$ cat src/rtl/devTablePkg.sv
package devTablePkg;
  localparam int MAX_SECTIONS = 12;
  localparam int SEC_W = $clog2(MAX_SECTIONS);
  localparam int CLR_LSB = 16;

  typedef enum logic [1:0] {
    RD_NONE    = 2'd0,
    RD_DEVCTRL = 2'd1,
    RD_WORD    = 2'd2
  } rdSel_e;

  typedef struct packed {
    logic             wrWord;
    logic             wrDevCtrl;
    rdSel_e           rdSel;
    logic [SEC_W-1:0] sec;
    logic [1:0]       word;
  } tblStrobe_t;
endpackage

$ cat src/rtl/devTableCtrl.sv
module devTableCtrl
  import devTablePkg::*;
#(
  parameter int NUM_ENTRIES = 12,
  parameter int ADDR_W      = 12,
  parameter int TABLE_BASE  = 'h080,
  parameter int DEVCTRL_OFF = 'h040
) (
  input  logic              psel,
  input  logic              penable,
  input  logic              pwrite,
  input  logic [ADDR_W-1:0] paddr,
  output tblStrobe_t        strobe,
  output logic              pslverr,
  output logic              pready
);
  localparam logic [ADDR_W-1:0] BASE_A = ADDR_W'(TABLE_BASE);
  localparam logic [ADDR_W-1:0] END_A  = ADDR_W'(TABLE_BASE + 16 * MAX_SECTIONS);
  localparam logic [ADDR_W-1:0] DEV_A  = ADDR_W'(DEVCTRL_OFF);

  logic access;
  logic aligned;
  logic isDev;
  logic inTable;
  logic wordOk;
  logic configured;
  logic [SEC_W-1:0] sec;

  always_comb begin
    access     = psel && penable;
    aligned    = (paddr[1:0] == 2'b00);
    isDev      = aligned && (paddr == DEV_A);
    inTable    = aligned && (paddr >= BASE_A) && (paddr < END_A);
    sec        = paddr[SEC_W+3:4] - BASE_A[SEC_W+3:4];
    wordOk     = inTable && (paddr[3:2] != 2'd3);
    configured = int'(sec) < NUM_ENTRIES;

    pready  = 1'b1;
    pslverr = access && !(isDev || wordOk);

    strobe.sec       = sec;
    strobe.word      = paddr[3:2];
    strobe.wrWord    = access && pwrite && wordOk && configured;
    strobe.wrDevCtrl = access && pwrite && isDev;
    if (!access || pwrite)
      strobe.rdSel = RD_NONE;
    else if (isDev)
      strobe.rdSel = RD_DEVCTRL;
    else if (wordOk && configured)
      strobe.rdSel = RD_WORD;
    else
      strobe.rdSel = RD_NONE;
  end
endmodule

$ cat src/rtl/devTableData.sv
module devTableData
  import devTablePkg::*;
#(
  parameter int NUM_ENTRIES = 12
) (
  input  logic                     clk,
  input  logic                     rstN,
  input  tblStrobe_t               strobe,
  input  logic [31:0]              pwdata,
  input  logic                     assignValid,
  input  logic [3:0]               assignIdx,
  output logic [31:0]              rdData,
  output logic [32*NUM_ENTRIES-1:0] entRr0,
  output logic [32*NUM_ENTRIES-1:0] entRr1,
  output logic [32*NUM_ENTRIES-1:0] entRr2,
  output logic [NUM_ENTRIES-1:0]   entActive
);
  localparam int PAD_W = 32 - NUM_ENTRIES;

  logic [NUM_ENTRIES-1:0] hwSet;
  logic [NUM_ENTRIES-1:0] fwSet;
  logic [NUM_ENTRIES-1:0] fwClr;

  always_comb begin
    for (int i = 0; i < NUM_ENTRIES; i++) begin
      hwSet[i] = assignValid && (int'(assignIdx) == i);
      fwSet[i] = strobe.wrDevCtrl && pwdata[i];
      fwClr[i] = strobe.wrDevCtrl && pwdata[CLR_LSB+i];
    end
  end

  always_ff @(posedge clk) begin
    if (!rstN) begin
      entRr0    <= '0;
      entRr1    <= '0;
      entRr2    <= '0;
      entActive <= '0;
    end else begin
      for (int i = 0; i < NUM_ENTRIES; i++) begin
        if (strobe.wrWord && (int'(strobe.sec) == i)) begin
          case (strobe.word)
            2'd0:    entRr0[32*i +: 32] <= pwdata;
            2'd1:    entRr1[32*i +: 32] <= pwdata;
            2'd2:    entRr2[32*i +: 32] <= pwdata;
            default: ;
          endcase
        end
      end
      entActive <= ((entActive | fwSet) & ~fwClr) | hwSet;
    end
  end

  always_comb begin
    rdData = '0;
    case (strobe.rdSel)
      RD_DEVCTRL: rdData = {{PAD_W{1'b0}}, entActive};
      RD_WORD: begin
        for (int i = 0; i < NUM_ENTRIES; i++) begin
          if (int'(strobe.sec) == i) begin
            case (strobe.word)
              2'd0:    rdData = entRr0[32*i +: 32];
              2'd1:    rdData = entRr1[32*i +: 32];
              2'd2:    rdData = entRr2[32*i +: 32];
              default: rdData = '0;
            endcase
          end
        end
      end
      default: rdData = '0;
    endcase
  end
endmodule

$ cat src/rtl/devTableRegs.sv
module devTableRegs
  import devTablePkg::*;
#(
  parameter int NUM_ENTRIES = 12,
  parameter int ADDR_W      = 12
) (
  input  logic                      clk,
  input  logic                      rstN,
  input  logic                      psel,
  input  logic                      penable,
  input  logic                      pwrite,
  input  logic [ADDR_W-1:0]         paddr,
  input  logic [31:0]               pwdata,
  output logic [31:0]               prdata,
  output logic                      pready,
  output logic                      pslverr,
  input  logic                      assignValid,
  input  logic [3:0]                assignIdx,
  output logic [32*NUM_ENTRIES-1:0] entRr0,
  output logic [32*NUM_ENTRIES-1:0] entRr1,
  output logic [32*NUM_ENTRIES-1:0] entRr2,
  output logic [NUM_ENTRIES-1:0]    entActive
);
  tblStrobe_t strobe;

  devTableCtrl #(
    .NUM_ENTRIES(NUM_ENTRIES),
    .ADDR_W     (ADDR_W)
  ) u_ctrl (
    .psel   (psel),
    .penable(penable),
    .pwrite (pwrite),
    .paddr  (paddr),
    .strobe (strobe),
    .pslverr(pslverr),
    .pready (pready)
  );

  devTableData #(
    .NUM_ENTRIES(NUM_ENTRIES)
  ) u_data (
    .clk        (clk),
    .rstN       (rstN),
    .strobe     (strobe),
    .pwdata     (pwdata),
    .assignValid(assignValid),
    .assignIdx  (assignIdx),
    .rdData     (prdata),
    .entRr0     (entRr0),
    .entRr1     (entRr1),
    .entRr2     (entRr2),
    .entActive  (entActive)
  );
endmodule

$ cat config.mk
export PLATFORM = sky130hd
export DESIGN_NAME = devTableRegs
export DESIGN_NICKNAME = d
export VERILOG_FILES = /design/src/rtl/devTablePkg.sv /design/src/rtl/devTableCtrl.sv /design/src/rtl/devTableData.sv /design/src/rtl/devTableRegs.sv
export SDC_FILE = /design/constraint.sdc
export NUM_CORES = 2
export LEC_CHECK = 0
export BUFFER_PORTS_ARGS = -buffer_cell sky130_fd_sc_hd__buf_2
export CAP_MARGIN = 20
export CORE_AREA = 2 2 484 486
export CTS_CLUSTER_DIAMETER = 50
export DETAILED_ROUTE_END_ITERATION = 10
export DIE_AREA = 0 0 486 488
export PLACE_DENSITY = 0.39
export SETUP_SLACK_MARGIN = 0.4
export SKIP_CTS_REPAIR_TIMING = 1
export SYNTH_ARGS = -nofsm -noshare
export SYNTH_HDL_FRONTEND = slang
export SYNTH_HIERARCHICAL = 1
export SYNTH_SLANG_ARGS = --single-unit
export TNS_END_PERCENT = 5
$ cat constraint.sdc
create_clock -name clk -period 3.7 [get_ports clk]
set_input_delay 0.74 -clock clk [delete_from_list [all_inputs] [get_ports clk]]
set_output_delay 0.74 -clock clk [all_outputs]
set_load 0.01 [all_outputs]
After elaboration in Yosys (flattened, before gate mapping). Cells that the tools add are included.

$add $sub $neg: 1. Order comparisons: 3. Muxes and demuxes: 28. Bitwise logic cells: 4. Eq/ne operators: 28. Reduce and logical (&&, ||, !) cells: 103.

Operators by type and width (count): case mux 32 bit (3 select lines) (12); 2-to-1 mux 32 bit (12); AND reduction 2 bit (36); equality test 4 bit (second input constant) (16); case mux 32 bit (2 select lines) (1); logical AND 1 bit (59); bitwise OR 12 bit (2); equality test 4 x 3 -> 1 bit (second input constant) (4); AND 12 bit (1); equality test 12 x 7 -> 1 bit (second input constant) (1); >= comparator 12 x 8 -> 1 bit (second input constant) (1); < comparator 12 x 9 -> 1 bit (second input constant) (1); NOT 12 bit (1); equality test 4 x 2 -> 1 bit (second input constant) (2); logical NOT 4 bit (2); 2-to-1 mux 2 bit (3); equality test 2 x 1 -> 1 bit (second input constant) (2); equality test 2 bit (second input constant) (2); logical NOT 2 bit (2); < comparator 4 bit (second input constant) (1); subtractor 4 bit (second input constant) (1); logical NOT 1 bit (2); logical OR 1 bit (2); != test 2 bit (second input constant) (1).

Register bits after elaboration: 1164. Logic and storage cells: 204.

Depth between registers and ports, before layout.
Depth after elaboration: 15. Mapped depth: 12.

Modules after synthesis. Netlist, hierarchy kept.

Modules (own cells, without submodules): devTableData (cells an instance 6847, area each 54144.4 µm², seq. area each 23302.3 µm², times used 1); devTableCtrl (cells an instance 25, area each 165.2 µm², seq. area each 0.0 µm², times used 1).

Worst setup path after synthesis. OpenSTA, ideal clock, no wires.

Kind: input to output. From: input port paddr[2]. To: output port prdata[10]. Arrival time: 2.852 ns. Path buffers: 1. Slack: 0.108 ns. Data required time: 2.960 ns. Stages: 11. Cells stage by stage: nor4_1 nand3_1 nor4_2 inv_1 ha_1 nor2b_1 clkbuf_1 o21ai_0 nor3_1 o311ai_1 nand3_1.

RTL lines: from (decl) (line devTableRegs.sv:12) `input logic [ADDR_W-1:0] paddr,`; to (decl) (line devTableRegs.sv:14) `output logic [31:0] prdata,`.

==> summary.txt <==
Run status
  • Result of the run: finished with violations
  • Violated checks: setup timing

Detailed routing
  • First-iteration detailed-routing DRC count: 5,537
  • Remaining routing DRC violations: 0
  • Number of search-and-repair iterations in the first detailed-routing pass: 5
  • Wire length per cell after detailed routing: 32.1 um
  • Via/cell ratio: 5.05
  • Routed wire length: 368,000 um
  • Vias: 57.9k
  • Post-detailed-route count of antenna-violating nets: 0

STA
  • Final setup violation count: 32
  • Endpoints failing hold: 0
  • Fin worst setup slack: -0.577 ns
  • Fmax: 234 MHz
  • Clock Skews: 0 ns
  • Total Negative Setup Slacks: -12.01 ns
  • Worst relative slew slack: 19.2%
  • Least-Margin Pin Slew: 1.21 ns
  • Setup repair after global routing missed its margin: yes
  • Count of final max-slew check failures: 0
  • Period utilisation layout: 116%
  • Final Critical Period: 4.28 ns

Power and ir drop
  • Worst-case vdd ir drop: 0.355 mV
  • Ratio of total power to cell area: 443 nW/um^2
  • Total Power: 0.0338 W
  • Leakage component of the power: 30.4 nW

Yosys
  • Average cell area after synthesis: 7.90 um^2
  • Top area cells in the synthesized netlist: sky130_fd_sc_hd__dfxtp_1 43%, sky130_fd_sc_hd__nand2_1 17%, sky130_fd_sc_hd__a21boi_0 14%, sky130_fd_sc_hd__mux2i_1 4.7%, sky130_fd_sc_hd__clkbuf_1 3.5%
  • Synthesized netlist net count: 6,928
  • Portion of the post-synthesis area used by sequential elements: 42.9%
  • Area share of the largest cell type after synthesis: 42.9%
  • Async set-reset flop share out of synthesis: 0%
  • Register bit total from synthesis: 1,164
  • Yosys warns: 6
  • Cell count after synthesis: 6,872
  • Biggest area consumer among synthesized cells: sky130_fd_sc_hd__dfxtp_1
  • Most repeated cell in the gate-level netlist after synthesis: sky130_fd_sc_hd__nand2_1
  • Post-synth EDFFs: 0
  • Area of the mapped netlist: 54,300 um^2
  • Cell variety after synth: 70
  • List of most frequent post-synthesis cells: 2,435 x sky130_fd_sc_hd__nand2_1, 1,164 x sky130_fd_sc_hd__dfxtp_1, 991 x sky130_fd_sc_hd__a21boi_0
  • Top FF cell, synth: sky130_fd_sc_hd__dfxtp_1

Critical path
  • Endpoint type of the worst setup path: output port
  • WP data required: 2.96 ns
  • Biggest fanout along the worst timing path: 4
  • Slack of the worst reg-to-reg path: 2.69 ns
  • Arrival time at the worst endpoint: 3.54 ns
  • Worst setup SP type: input port
  • Kind of critical path: input port to output port

Die
  • Number of rows created at floorplan: 177
  • Starting Density: 23.4%
  • Overall die area: 237,000 um^2
  • Top-level port count: 1,252
  • Die extent in y: 488 um
  • X dimension of the die: 486 um
  • Placeable Area: 232,000 um^2

Layout
  • Fraction of final layout cells with drive strength greater than 1: 30.0%
  • Syn-to-layout area delta: 40.8%
  • Post-layout instance area: 76,400 um^2
  • Net total in the final layout: 8,308

Placement
  • Placed cell areas: 68,700 um^2
  • Placer congestion estimate: 0.937
  • Number of I/O port buffers: 1,250
  • Total half-perimeter wirelength after legalization and detailed placement: 276,000 um

Global route
  • Combined global-route utilization of all metal layers: 29.6%
  • Number of antenna violations at the first check in global routing: 17
  • Global-route wire length before repair: 491,000 um
  • Pin count of the biggest net entering global routing: 175
  • Grt total ovfl: 0
  • Number of global-route vias before repair: 55.3k

Hold path
  • Hold WC Path Type: input port to flop

CTS
  • Root Buffer: sky130_fd_sc_hd__clkbuf_16
  • Number of levels the H-tree was split into: 4
  • Clock slew at reported path FFs: 0.06 ns
  • CTS tree: done
  • Clock Latency Late Sink: 0.82 ns
  • Number of clock sinks: 1,164
  • Number of buffers created by CTS: 189
  • Max Root-Sink Buffers: 3

Flow run
  • Maximum Capacitance Violations: 0
[layer usage]
layer | GRT usage, % | wire length, um | vias to the layer above
met4 | 14.1 | 19100 | 2
met2 | 47.8 | 168000 | 2741
li1 | - | - | 26061
met1 | 36.9 | 150000 | 28564
met5 | 0 | 13 | -
met3 | 7.31 | 30500 | 516
[flip-flops by register name, indices dropped and copies added, names as in the netlist]
signal            count
u_data/entRr0       384
u_data/entRr1       384
u_data/entRr2       384
u_data/entActive     12
[per-stage QoR]
step	hold slack [ns]	cells	utilization, %	setup WS, ns
floorplan	0.488	6872	-	0.319
global placement	0.454	11093	29.6	-1.72
detailed placement	0.458	11094	29.6	-1.20
CTS	0.180	11444	32.5	-1.22
global route	0.233	11457	33.0	-0.607
finish	0.244	11467	33.0	-0.577
[critical path: stages]
cell	delay (ns)
sky130_fd_sc_hd__buf_12	0.10
sky130_fd_sc_hd__inv_8	0.04
sky130_fd_sc_hd__buf_6	0.11
sky130_fd_sc_hd__or4_4	0.64
sky130_fd_sc_hd__nor2_4	0.23
sky130_fd_sc_hd__nand2_2	0.08
sky130_fd_sc_hd__a311oi_4	0.39
sky130_fd_sc_hd__buf_4	0.19
sky130_fd_sc_hd__o21ai_4	0.10
sky130_fd_sc_hd__a311oi_4	0.64
sky130_fd_sc_hd__buf_2	0.25
[layout by cell type (no fill, tap or decap), types with 17 or more instances in the layout]
cell,instances
sky130_fd_sc_hd__a21boi_0,990
sky130_fd_sc_hd__a21boi_1,163
sky130_fd_sc_hd__a21oi_1,212
sky130_fd_sc_hd__a221oi_1,41
sky130_fd_sc_hd__a22oi_1,79
sky130_fd_sc_hd__a31oi_1,21
sky130_fd_sc_hd__buf_12,146
sky130_fd_sc_hd__buf_2,1230
sky130_fd_sc_hd__buf_4,476
sky130_fd_sc_hd__buf_6,26
sky130_fd_sc_hd__bufinv_16,27
sky130_fd_sc_hd__clkbuf_1,30
sky130_fd_sc_hd__clkbuf_16,193
sky130_fd_sc_hd__clkbuf_8,27
sky130_fd_sc_hd__clkinv_2,20
sky130_fd_sc_hd__clkinvlp_4,19
sky130_fd_sc_hd__dfxtp_1,1164
sky130_fd_sc_hd__mux2_2,115
sky130_fd_sc_hd__mux2i_1,251
sky130_fd_sc_hd__nand2_1,2397
sky130_fd_sc_hd__nand2_2,38
sky130_fd_sc_hd__nor2_1,95
sky130_fd_sc_hd__nor2_4,37
sky130_fd_sc_hd__nor2b_1,17
sky130_fd_sc_hd__nor3_1,17
sky130_fd_sc_hd__o21ai_0,158
sky130_fd_sc_hd__o22ai_1,44
sky130_fd_sc_hd__o2bb2ai_1,65
[path summary, 6_finish.rpt]
check	from	end	cells past startpoint
max	paddr[7]	prdata[15]	11
min	pwdata[6]	u_data/entRr0[326]	3
max reg2reg	u_data/entActive[0]	u_data/entActive[0]	3
min reg2reg	u_data/entRr1[84]	u_data/entRr1[84]	2
[report_power, final]
part / switching [W] / internal (W) / total, W
clock network: 0.00723 / 0.0121 / 0.0193
registers: 0.00000461 / 0.0125 / 0.0125
logic: 0.00131 / 0.000680 / 0.00199
total: 0.00855 / 0.0253 / 0.0338
[kinds of logic after synthesis]
group / synth area share, %
AO/OA/AOI/OAI: 25.4
other: 0.00690
adder cells (fa/ha/maj): 0.0461
AND/OR/NAND/NOR: 19.1
buffers and inverters: 5.40
multiplexers: 7.07
flip-flops: 42.9
[layout make-up]
type	instances	area, um^2
repair buffers	1886	13100
inverters	7	41.3
flip-flops and latches	1164	23300
diodes	13	32.5
clock inverters	100	1500
fillers	24484	155000
multi-input cells	5004	29400
well taps	3043	3810
clock buffers	250	5310
Power figures use the tool's default switching activity.
